$ cat config.mk
export PLATFORM = sky130hd
export DESIGN_NAME = frame_chip_encoder
export DESIGN_NICKNAME = d
export VERILOG_FILES = /design/src/rtl/fce_pkg.sv /design/src/rtl/fce_byte_buf.sv /design/src/rtl/fce_seq.sv /design/src/rtl/fce_chip_sel.sv /design/src/rtl/frame_chip_encoder.sv
export SDC_FILE = /design/constraint.sdc
export NUM_CORES = 1
export LEC_CHECK = 0
export BUFFER_PORTS_ARGS = -buffer_cell sky130_fd_sc_hd__buf_2
export CAP_MARGIN = 15
export CORE_UTILIZATION = 25
export CTS_CLUSTER_DIAMETER = 30
export DETAILED_ROUTE_END_ITERATION = 8
export GPL_ROUTABILITY_DRIVEN = 0
export PLACE_DENSITY = 0.44
export SLEW_MARGIN = 25
export SYNTH_ARGS = -nofsm -noshare
export SYNTH_HDL_FRONTEND = slang
export SYNTH_SLANG_ARGS = --single-unit
$ cat constraint.sdc
create_clock -name clk -period 3.69 [get_ports clk]
set_input_delay 0.369 -clock clk [delete_from_list [all_inputs] [get_ports clk]]
set_output_delay 0.369 -clock clk [all_outputs]
set_load 0.03 [all_outputs]
$ cat src/rtl/fce_pkg.sv
package fce_pkg;

    typedef enum logic [2:0] {
        SEG_IDLE,
        SEG_PRE,
        SEG_SOF_LO,
        SEG_SOF_HI,
        SEG_CHAR,
        SEG_EOF_LO,
        SEG_EOF_HI,
        SEG_TAIL
    } seg_e;

    // start bit + 8 data bits + stop bit
    localparam int CHAR_BITS = 10;

endpackage

$ cat src/rtl/fce_byte_buf.sv
module fce_byte_buf #(
    parameter int DEPTH = 64,
    localparam int AW = $clog2(DEPTH)
) (
    input  logic          clk,
    input  logic          rst_n,
    input  logic          wr_en,
    input  logic [7:0]    wr_data,
    input  logic          ptr_clear,
    input  logic [AW-1:0] rd_addr,
    output logic [7:0]    rd_data
);

    logic [7:0]    mem [DEPTH];
    logic [AW-1:0] wr_ptr_d, wr_ptr_q;

    always_comb begin
        wr_ptr_d = wr_ptr_q;
        if (wr_en) begin
            wr_ptr_d = (wr_ptr_q == AW'(DEPTH - 1)) ? '0 : wr_ptr_q + AW'(1);
        end
        if (ptr_clear) begin
            wr_ptr_d = '0;
        end
    end

    always_ff @(posedge clk or negedge rst_n) begin
        if (!rst_n) begin
            wr_ptr_q <= '0;
        end else begin
            wr_ptr_q <= wr_ptr_d;
        end
    end

    always_ff @(posedge clk) begin
        if (wr_en) begin
            mem[wr_ptr_q] <= wr_data;
        end
    end

    assign rd_data = mem[rd_addr];

endmodule

$ cat src/rtl/fce_seq.sv
module fce_seq
    import fce_pkg::*;
#(
    parameter int DEPTH       = 64,
    parameter int CPB         = 4,
    parameter int PRE_BITS    = 20,
    parameter int SOF_LO_BITS = 10,
    parameter int SOF_HI_BITS = 2,
    parameter int EOF_LO_BITS = 10,
    parameter int EOF_HI_BITS = 10,
    parameter int TAIL_CHIPS  = 8,
    localparam int AW    = $clog2(DEPTH),
    localparam int LEN_W = $clog2(DEPTH) + 1,
    localparam int REP_W = (CPB > 1) ? $clog2(CPB) : 1,
    localparam int SPAN  = PRE_BITS + SOF_LO_BITS + SOF_HI_BITS + EOF_LO_BITS
                         + EOF_HI_BITS + TAIL_CHIPS + CHAR_BITS,
    localparam int CNT_W = $clog2(SPAN + 1)
) (
    input  logic             clk,
    input  logic             rst_n,
    input  logic             start,
    input  logic [LEN_W-1:0] frame_len,
    input  logic             chip_en,
    output logic             accept,
    output logic [AW-1:0]    rd_addr,
    output seg_e             seg,
    output logic [CNT_W-1:0] cnt,
    output logic             busy,
    output logic             done
);

    typedef struct packed {
        seg_e             seg;
        logic [CNT_W-1:0] cnt;
        logic [REP_W-1:0] rep;
        logic [AW-1:0]    idx;
        logic [LEN_W-1:0] len;
        logic             busy;
        logic             done;
    } seq_t;

    seq_t             st_d, st_q;
    logic [CNT_W-1:0] lim;
    logic             last_rep;
    logic             last_cnt;
    logic             last_byte;

    assign accept = start && !st_q.busy && (frame_len != '0)
                 && (frame_len <= LEN_W'(DEPTH));

    always_comb begin
        case (st_q.seg)
            SEG_PRE:    lim = CNT_W'(PRE_BITS - 1);
            SEG_SOF_LO: lim = CNT_W'(SOF_LO_BITS - 1);
            SEG_SOF_HI: lim = CNT_W'(SOF_HI_BITS - 1);
            SEG_CHAR:   lim = CNT_W'(CHAR_BITS - 1);
            SEG_EOF_LO: lim = CNT_W'(EOF_LO_BITS - 1);
            SEG_EOF_HI: lim = CNT_W'(EOF_HI_BITS - 1);
            SEG_TAIL:   lim = CNT_W'(TAIL_CHIPS - 1);
            default:    lim = '0;
        endcase
    end

    // Trailing chips are counted one by one, everything else per logical bit.
    assign last_rep  = (st_q.seg == SEG_TAIL) || (st_q.rep == REP_W'(CPB - 1));
    assign last_cnt  = (st_q.cnt == lim);
    assign last_byte = ({1'b0, st_q.idx} == (st_q.len - LEN_W'(1)));

    always_comb begin
        st_d      = st_q;
        st_d.done = 1'b0;
        if (!st_q.busy) begin
            if (accept) begin
                st_d.seg  = SEG_PRE;
                st_d.cnt  = '0;
                st_d.rep  = '0;
                st_d.idx  = '0;
                st_d.len  = frame_len;
                st_d.busy = 1'b1;
            end
        end else if (chip_en) begin
            if (!last_rep) begin
                st_d.rep = st_q.rep + REP_W'(1);
            end else begin
                st_d.rep = '0;
                if (!last_cnt) begin
                    st_d.cnt = st_q.cnt + CNT_W'(1);
                end else begin
                    st_d.cnt = '0;
                    case (st_q.seg)
                        SEG_PRE:    st_d.seg = SEG_SOF_LO;
                        SEG_SOF_LO: st_d.seg = SEG_SOF_HI;
                        SEG_SOF_HI: st_d.seg = SEG_CHAR;
                        SEG_CHAR: begin
                            if (last_byte) begin
                                st_d.seg = SEG_EOF_LO;
                            end else begin
                                st_d.idx = st_q.idx + AW'(1);
                            end
                        end
                        SEG_EOF_LO: st_d.seg = SEG_EOF_HI;
                        SEG_EOF_HI: st_d.seg = SEG_TAIL;
                        SEG_TAIL: begin
                            st_d.seg  = SEG_IDLE;
                            st_d.busy = 1'b0;
                            st_d.done = 1'b1;
                        end
                        default: begin
                            st_d.seg  = SEG_IDLE;
                            st_d.busy = 1'b0;
                        end
                    endcase
                end
            end
        end
    end

    always_ff @(posedge clk or negedge rst_n) begin
        if (!rst_n) begin
            st_q <= '{seg: SEG_IDLE, default: '0};
        end else begin
            st_q <= st_d;
        end
    end

    assign rd_addr = st_q.idx;
    assign seg     = st_q.seg;
    assign cnt     = st_q.cnt;
    assign busy    = st_q.busy;
    assign done    = st_q.done;

endmodule

$ cat src/rtl/fce_chip_sel.sv
module fce_chip_sel
    import fce_pkg::*;
#(
    parameter int CNT_W = 7
) (
    input  seg_e             seg,
    input  logic [CNT_W-1:0] cnt,
    input  logic [7:0]       byte_val,
    output logic             chip
);

    logic [2:0] bit_pos;

    assign bit_pos = 3'(cnt - CNT_W'(1));

    always_comb begin
        case (seg)
            SEG_SOF_LO, SEG_EOF_LO: chip = 1'b0;
            SEG_CHAR: begin
                if (cnt == '0) begin
                    chip = 1'b0;
                end else if (cnt == CNT_W'(CHAR_BITS - 1)) begin
                    chip = 1'b1;
                end else begin
                    chip = byte_val[bit_pos];
                end
            end
            default: chip = 1'b1;
        endcase
    end

endmodule

$ cat src/rtl/frame_chip_encoder.sv
module frame_chip_encoder
    import fce_pkg::*;
#(
    parameter int DEPTH       = 64,
    parameter int CPB         = 4,
    parameter int PRE_BITS    = 20,
    parameter int SOF_LO_BITS = 10,
    parameter int SOF_HI_BITS = 2,
    parameter int EOF_LO_BITS = 10,
    parameter int EOF_HI_BITS = 10,
    parameter int TAIL_CHIPS  = 8,
    localparam int AW    = $clog2(DEPTH),
    localparam int LEN_W = $clog2(DEPTH) + 1,
    localparam int SPAN  = PRE_BITS + SOF_LO_BITS + SOF_HI_BITS + EOF_LO_BITS
                         + EOF_HI_BITS + TAIL_CHIPS + CHAR_BITS,
    localparam int CNT_W = $clog2(SPAN + 1)
) (
    input  logic             clk,
    input  logic             rst_n,
    input  logic             in_valid,
    input  logic [7:0]       in_data,
    output logic             in_ready,
    input  logic [LEN_W-1:0] frame_len,
    input  logic             start,
    input  logic             chip_en,
    output logic             chip_out,
    output logic             busy,
    output logic             done
);

    logic             accept;
    logic [AW-1:0]    rd_addr;
    logic [7:0]       rd_data;
    seg_e             seg;
    logic [CNT_W-1:0] cnt;
    logic             busy_int;

    assign in_ready = !busy_int;
    assign busy     = busy_int;

    fce_byte_buf #(
        .DEPTH (DEPTH)
    ) u_buf (
        .clk       (clk),
        .rst_n     (rst_n),
        .wr_en     (in_valid && !busy_int),
        .wr_data   (in_data),
        .ptr_clear (accept),
        .rd_addr   (rd_addr),
        .rd_data   (rd_data)
    );

    fce_seq #(
        .DEPTH       (DEPTH),
        .CPB         (CPB),
        .PRE_BITS    (PRE_BITS),
        .SOF_LO_BITS (SOF_LO_BITS),
        .SOF_HI_BITS (SOF_HI_BITS),
        .EOF_LO_BITS (EOF_LO_BITS),
        .EOF_HI_BITS (EOF_HI_BITS),
        .TAIL_CHIPS  (TAIL_CHIPS)
    ) u_seq (
        .clk       (clk),
        .rst_n     (rst_n),
        .start     (start),
        .frame_len (frame_len),
        .chip_en   (chip_en),
        .accept    (accept),
        .rd_addr   (rd_addr),
        .seg       (seg),
        .cnt       (cnt),
        .busy      (busy_int),
        .done      (done)
    );

    fce_chip_sel #(
        .CNT_W (CNT_W)
    ) u_sel (
        .seg      (seg),
        .cnt      (cnt),
        .byte_val (rd_data),
        .chip     (chip_out)
    );

endmodule

== Word-level counts from Yosys, hierarchy flattened ==
Memory sizes are Yosys's and may differ from the RTL's.
Cells that the tools add are included.

* Bits in writable memories: 512
* Input bits: 20
* Bits in read-only memories: 0
* Bits in registers: 33
* Memories kept: 1
* Latch bits: 0
* Word-level logic and storage cells: 85
* Output and inout port bits: 4

{| class="wikitable"
|+ Memories
! name !! words !! width !! read ports !! clocked after memory_dff !! write ports !! line !! text
|-
| u_buf.mem || 64 || 8 || 1 || 0 || 1 || fce_byte_buf.sv:14 || <nowiki>logic [7:0] mem [DEPTH];</nowiki>
|}

* Add/subtract/negate cells: 6
* Equal/unequal tests: 18
* Multipliers: 0
* Order comparisons: 2
* Shifts and indexed selects: 0
* Bitwise logic cells: 1
* Multiplexer cells: 31
* Divide/modulo/power cells: 0
* Reduce and logical (&&, ||, !) cells: 18

{| class="wikitable"
|+ Operators by type and width
! cell !! number
|-
| 6-bit 2-to-1 mux || 7
|-
| 18-bit 2-to-1 mux || 2
|-
| 26-bit 2-to-1 mux || 1
|-
| 5-bit one-hot mux with 4 select lines || 1
|-
| 3-bit one-hot mux with 6 select lines || 1
|-
| 6-bit by 1-bit adder with 6-bit output, second input constant || 2
|-
| 3-bit equality test, second input constant || 4
|-
| 10-bit 2-to-1 mux || 1
|-
| 1-bit 2-to-1 mux || 9
|-
| 2-bit 2-to-1 mux || 4
|-
| 2-bit inequality test, second input constant || 4
|-
| 7-bit by 1-bit adder with 7-bit output, second input constant || 1
|-
| 6-bit by 7-bit equality test with 1-bit output || 1
|-
| 7-bit by 4-bit equality test with 1-bit output, second input constant || 1
|-
| 7-bit by 5-bit equality test with 1-bit output || 1
|-
| 7-bit <= comparator, second input constant || 1
|-
| 7-bit logical NOT || 1
|-
| 7-bit 2-to-1 mux || 1
|-
| 7-bit nonzero test || 1
|-
| 7-bit by 1-bit subtractor with 7-bit output, second input constant || 1
|-
| 3-bit by 2-bit equality test with 1-bit output, second input constant || 2
|-
| 6-bit equality test, second input constant || 1
|-
| 3-bit 2-to-1 mux || 2
|-
| 6-bit AND reduction || 1
|-
| 20 further kinds || 25
|}

== Logic depth before layout (Yosys ltp) ==
* Depth in word-level cells: 8
* Mapped depth: 12
* Gate-level depth less buffers: 10

== By module ==
Synthesis repeated with hierarchy kept, for this count alone.

* Cells, all modules: 1190
* Area, all modules: 22419.0 µm²

{| class="wikitable"
|+ By module, submodules not included
! module !! times used !! cells each !! area an instance (µm²) !! sequential area each (µm²)
|-
| fce_byte_buf || 1 || 946 || 20255.7 || 15524.9
|-
| fce_seq || 1 || 227 || 1998.2 || 675.6
|-
| fce_chip_sel || 1 || 15 || 155.1 || 0.0
|-
| frame_chip_encoder || 1 || 2 || 10.0 || 0.0
|}

== Least setup slack after synthesis ==
Ideal clock, no wire load.

* Path type: register -> output
* Start point: register u_seq.st_q, in the netlist u_seq.rd_addr[0]
* End point: output port chip_out
* Cell stages (with the launch flop): 12
* Arrival time: 2.846 ns
* Buffers on the path: 5
* Required time: 3.321 ns
* Slack: 0.475 ns
* Path through: dfrtp_1 buf_2 buf_4 buf_4 buf_2 buf_2 mux2i_1 o22ai_1 a211oi_1 nand2_1 a2111oi_0 a31oi_1

* Longest elaborated chain between the ends: 6

{| class="wikitable"
|+ Ends and longest elaborated chain
! what !! line !! text
|-
| start: declaration || fce_seq.sv:42 || <nowiki>seq_t st_d, st_q;</nowiki>
|-
| start signal: assignment || fce_seq.sv:122 || <nowiki>st_q <= st_d;</nowiki>
|-
| memory read 64 x 8 bit || -- ||
|-
| 1-bit binary-select mux with 3-bit select || fce_chip_sel.sv:25 || <nowiki>chip = byte_val[bit_pos];</nowiki>
|-
| 1-bit 2-to-1 mux (implied by the code) || fce_chip_sel.sv:25 ||
|-
| 1-bit 2-to-1 mux || fce_chip_sel.sv:22 || <nowiki>end else if (cnt == CNT_W'(CHAR_BITS - 1)) begin</nowiki>
|-
| 1-bit 2-to-1 mux || fce_chip_sel.sv:20 || <nowiki>if (cnt == '0) begin</nowiki>
|-
| 1-bit one-hot mux with 2 select lines || fce_chip_sel.sv:17 || <nowiki>case (seg)</nowiki>
|-
| end: declaration || frame_chip_encoder.sv:26 || <nowiki>output logic chip_out,</nowiki>
|}

No other way between the ends. The select of a mux whose other input is x is not followed.

== Worst setup path after layout ==
Ends and elaborated chain as after synthesis.

==> impl_metrics.py <==
metrics = {
    "status": {
        "outcome": "complete, but fails checks",
        "violations": "negative setup slack",
    },
    "placed_design": {
        "place_area_um2": 24300,
        "hpwl_um": 39300,
        "placed_cells_incl_taps": 2469,
        "port_buffers": 23,
    },
    "grt": {
        "met2_usage_pct": 22.2,
        "grt-busiest-layer": "met2",
        "grt_pass1_vias": 13300,
        "use_met1_pct": 19.1,
        "antenna_found_initial": 4,
        "grt_usage_pct": 14.3,
        "grt_max_degree": 51,
        "grtUsageMet3_pct": 3.74,
        "gr-total-overflow": 0,
        "grt_pass1_wl_um": 92200,
    },
    "critical_path": {
        "reg2reg_depth": 9,
        "worst_path_max_delay_cell": "dfrtp_4",
        "crit_type": "flop to primary output",
        "cp-end-kind": "primary output",
        "crit_fanout": 11,
        "path_cells": "buf_12 -> buf_16 -> buf_4 -> mux4_2 -> a22oi_1 -> a21oi_1 -> a2111oi_4 -> a31oi_4 -> buf_6",
        "cp.required_ps": 3320,
        "r2r-start": "u_seq.st_q[2]",
        "critical_path.max_stage_delay_ps": 540,
        "cp_data_arrival_time_ps": 3520,
        "startpoint_type": "flop",
        "startpoint": "u_seq.rd_addr[0]",
    },
    "cells_and_area": {
        "final_util_pct": 34.3,
        "layout_common_cells": "edfxtp_1 (512), clkbuf_16 (136), buf_4 (122), nor2_1 (88), mux4_2 (86)",
        "layout.nets": 1525,
        "layout_commonest_cell": "edfxtp_1",
        "n_antenna_cell": 0,
        "n_fill_cell": 8326,
        "area_delta_synth_final_pct": 35.4,
        "finish.instance_area_um2": 29800,
        "stdcell_count": 2759,
        "drive_gt1_share_pct": 34.2,
    },
    "power_and_ir_drop": {
        "vdd_drop_max_mv": 0.473,
        "power_density_nw_per_um2": 729,
        "finalPower_mw": 21.8,
        "p_leak_nw": 9.74,
    },
    "routing": {
        "via_count": 12700,
        "wl_per_cell_um": 22.9,
        "drc_errors": 0,
        "drtIter0Drc": 901,
        "drt_wl_total_um": 63000,
        "first_pass_iters": 5,
        "postRouteAntennaNets": 0,
        "via_per_inst": 4.60,
    },
    "sta": {
        "clock_skew_ps": 25.3,
        "hold_viol": 0,
        "rsz0062_at_grt": "true",
        "fin_crit_ps": 3890,
        "fin_hold_ws_ps": 79.8,
        "setup_ws_ps": -197,
        "slew_viol_final": 0,
        "fin_crit_sh_pct": 105,
        "tightest_slew_ps": 1010,
        "fmax_ghz": 0.257,
        "max_slew_margin_pct": 32.5,
        "setup_viol": 1,
    },
    "cts": {
        "htree_levels": 4,
        "cts_max_path_buffers": 3,
        "clk_pin_slew_ps": 40,
        "cts_tree": "built",
        "clkSinkCount": 545,
        "cts_buffers": 135,
        "cts_root_buf": "clkbuf_16",
        "clock_latency_ps": 710,
    },
    "floorplanning": {
        "dieArea_um2": 89400,
        "dieHeight_um": 299,
        "die_w_um": 299,
        "core_um2": 87000,
        "start_util_pct": 25.3,
        "io_pins": 24,
        "rows": 108,
    },
    "synth": {
        "synthArstFlopShare_pct": 6.06,
        "ys_warn_count": 0,
        "synth-xor-area-share_pct": 0.556,
        "synth-simple-area-share_pct": 5.19,
        "ys.flop_type": "edfxtp_1",
        "synthDistinctLibCells": 64,
        "avgSynthCellArea_um2": 17.7,
        "synth_mux_area_share_pct": 12.9,
        "ys_ff_latch": 545,
        "netlist_area_um2": 22000,
        "synth_enable_flop_cells": 512,
        "netlist_instances": 1248,
        "synth_adder_area_share_pct": 0.568,
        "synth_top_family_by_area": "multiplexers",
        "synth.net_count": 1278,
        "yosysSeqAreaShare_pct": 73.5,
        "synth_compound_area_share_pct": 5.57,
    },
    "min_path": {
        "hold_path.startpoint": "in_data[7]",
        "hold_depth": 1,
        "min_path_type": "primary input to flop",
    },
    "run": {
        "maxCapViolations": 0,
    },
}
-- where the power goes --
part	switching [mW]	internal (mW)	total, mW
clock	3.75	7.86	11.6
sequential	0.207	6.92	7.13
combinational	1.63	1.39	3.02
total	5.59	16.2	21.8
-- routing by layer --
| layer | vias to the layer above | wire (um) | share of wire, % |
|---|---|---|---|
| li1 | 5602 | - | - |
| met1 | 6644 | 28500 | 45 |
| met2 | 317 | 29400 | 47 |
| met3 | 128 | 3320 | 5.3 |
| met4 | 6 | 1780 | 2.8 |
| met5 | - | 40 | 0.063 |
-- timing repair --
item,4_1_cts,5_1_grt
hold endpoints to repair,41,0
resized for setup,79,31
buffers inserted,27,5
endpoints found under the setup margin,1,1
pin swaps,22,18
gates cloned,5,0
hold buffers,9,0
-- flip-flops by register name (all words and copies together) (netlist names) --
| name | count |
|---|---|
| u_buf.wr_ptr_q | 6 |
| u_buf.mem | 512 |
| u_seq.done | 1 |
| u_seq.seg | 3 |
| u_seq.busy | 1 |
| u_seq.rd_addr | 6 |
| u_seq.st_q | 9 |
| u_seq.cnt | 7 |
-- per-stage QoR --
| stage | setup WS [ps] | setup TNS, ps |
|---|---|---|
| finish | -197 | -197 |
| global route | -324 | -324 |
| CTS | -248 | -248 |
| detailed placement | 117 | 0 |
| global placement | 120 | 0 |
| floorplan | 475 | 0 |
-- area by class of cell --
cell class	instances	area (um^2)	share of cell area [%]
inverters	13	48.8	0.164
clock buffers	155	3480	11.7
clock inverters	91	1080	3.63
well taps	1155	1450	4.84
flip-flops and latches	545	16200	54.3
repair buffers	182	1680	5.61
multi-input cells	618	5890	19.8
-- worst max-delay path, delay by kind of cell, from the launching register on --
kind	cells	cell delay [ps]
compound gates	4	1200
mux	1	440
flops	1	540
buf+inv	4	620
-- synth_stat cells (6+ instances only) --
master	count	share of area, %
dfrtp_1	33	3.7
buf_2	15	0.34
nand2b_1	8	0.23
a2111oi_0	11	0.44
xnor2_1	11	0.44
a22oi_1	18	0.61
mux4_2	86	8.8
nor2_1	90	1.5
nand2_1	64	1.1
mux2i_1	81	3.7
inv_1	11	0.19
clkbuf_1	44	0.75
nand3_1	18	0.41
o22ai_1	20	0.57
a21oi_1	22	0.50
o21ai_0	16	0.36
buf_1	6	0.10
edfxtp_1	512	70
a31oi_1	9	0.26
o21ai_1	16	0.36
o221ai_1	13	0.52
ha_1	10	0.57
nand4_1	11	0.31
mux2_2	7	0.36
a211oi_1	17	0.58
nor2b_1	13	0.37
nor3_1	9	0.20
-- path summary, 6_finish.rpt --
kind | end | slack (ps)
min | u_buf.mem[55][7] | 80
min reg2reg | u_seq.st_q[15] | 510
max reg2reg | u_seq.rd_addr[5] | 670
max | chip_out | -200
min in group asynchronous | u_seq.done | 310
max in group asynchronous | u_seq.rd_addr[0] | 2790
-- cell families after synthesis --
logic type                 count (synthesis)
AOI/OAI and AO/OA                        174
xor gates and xnor gates                  14
adders and majority gates                 10
buffers and inverters                     85
DFF                                      545
muxes                                    176
and+or+nand+nor                          244
Power figures use the tool's default switching activity.
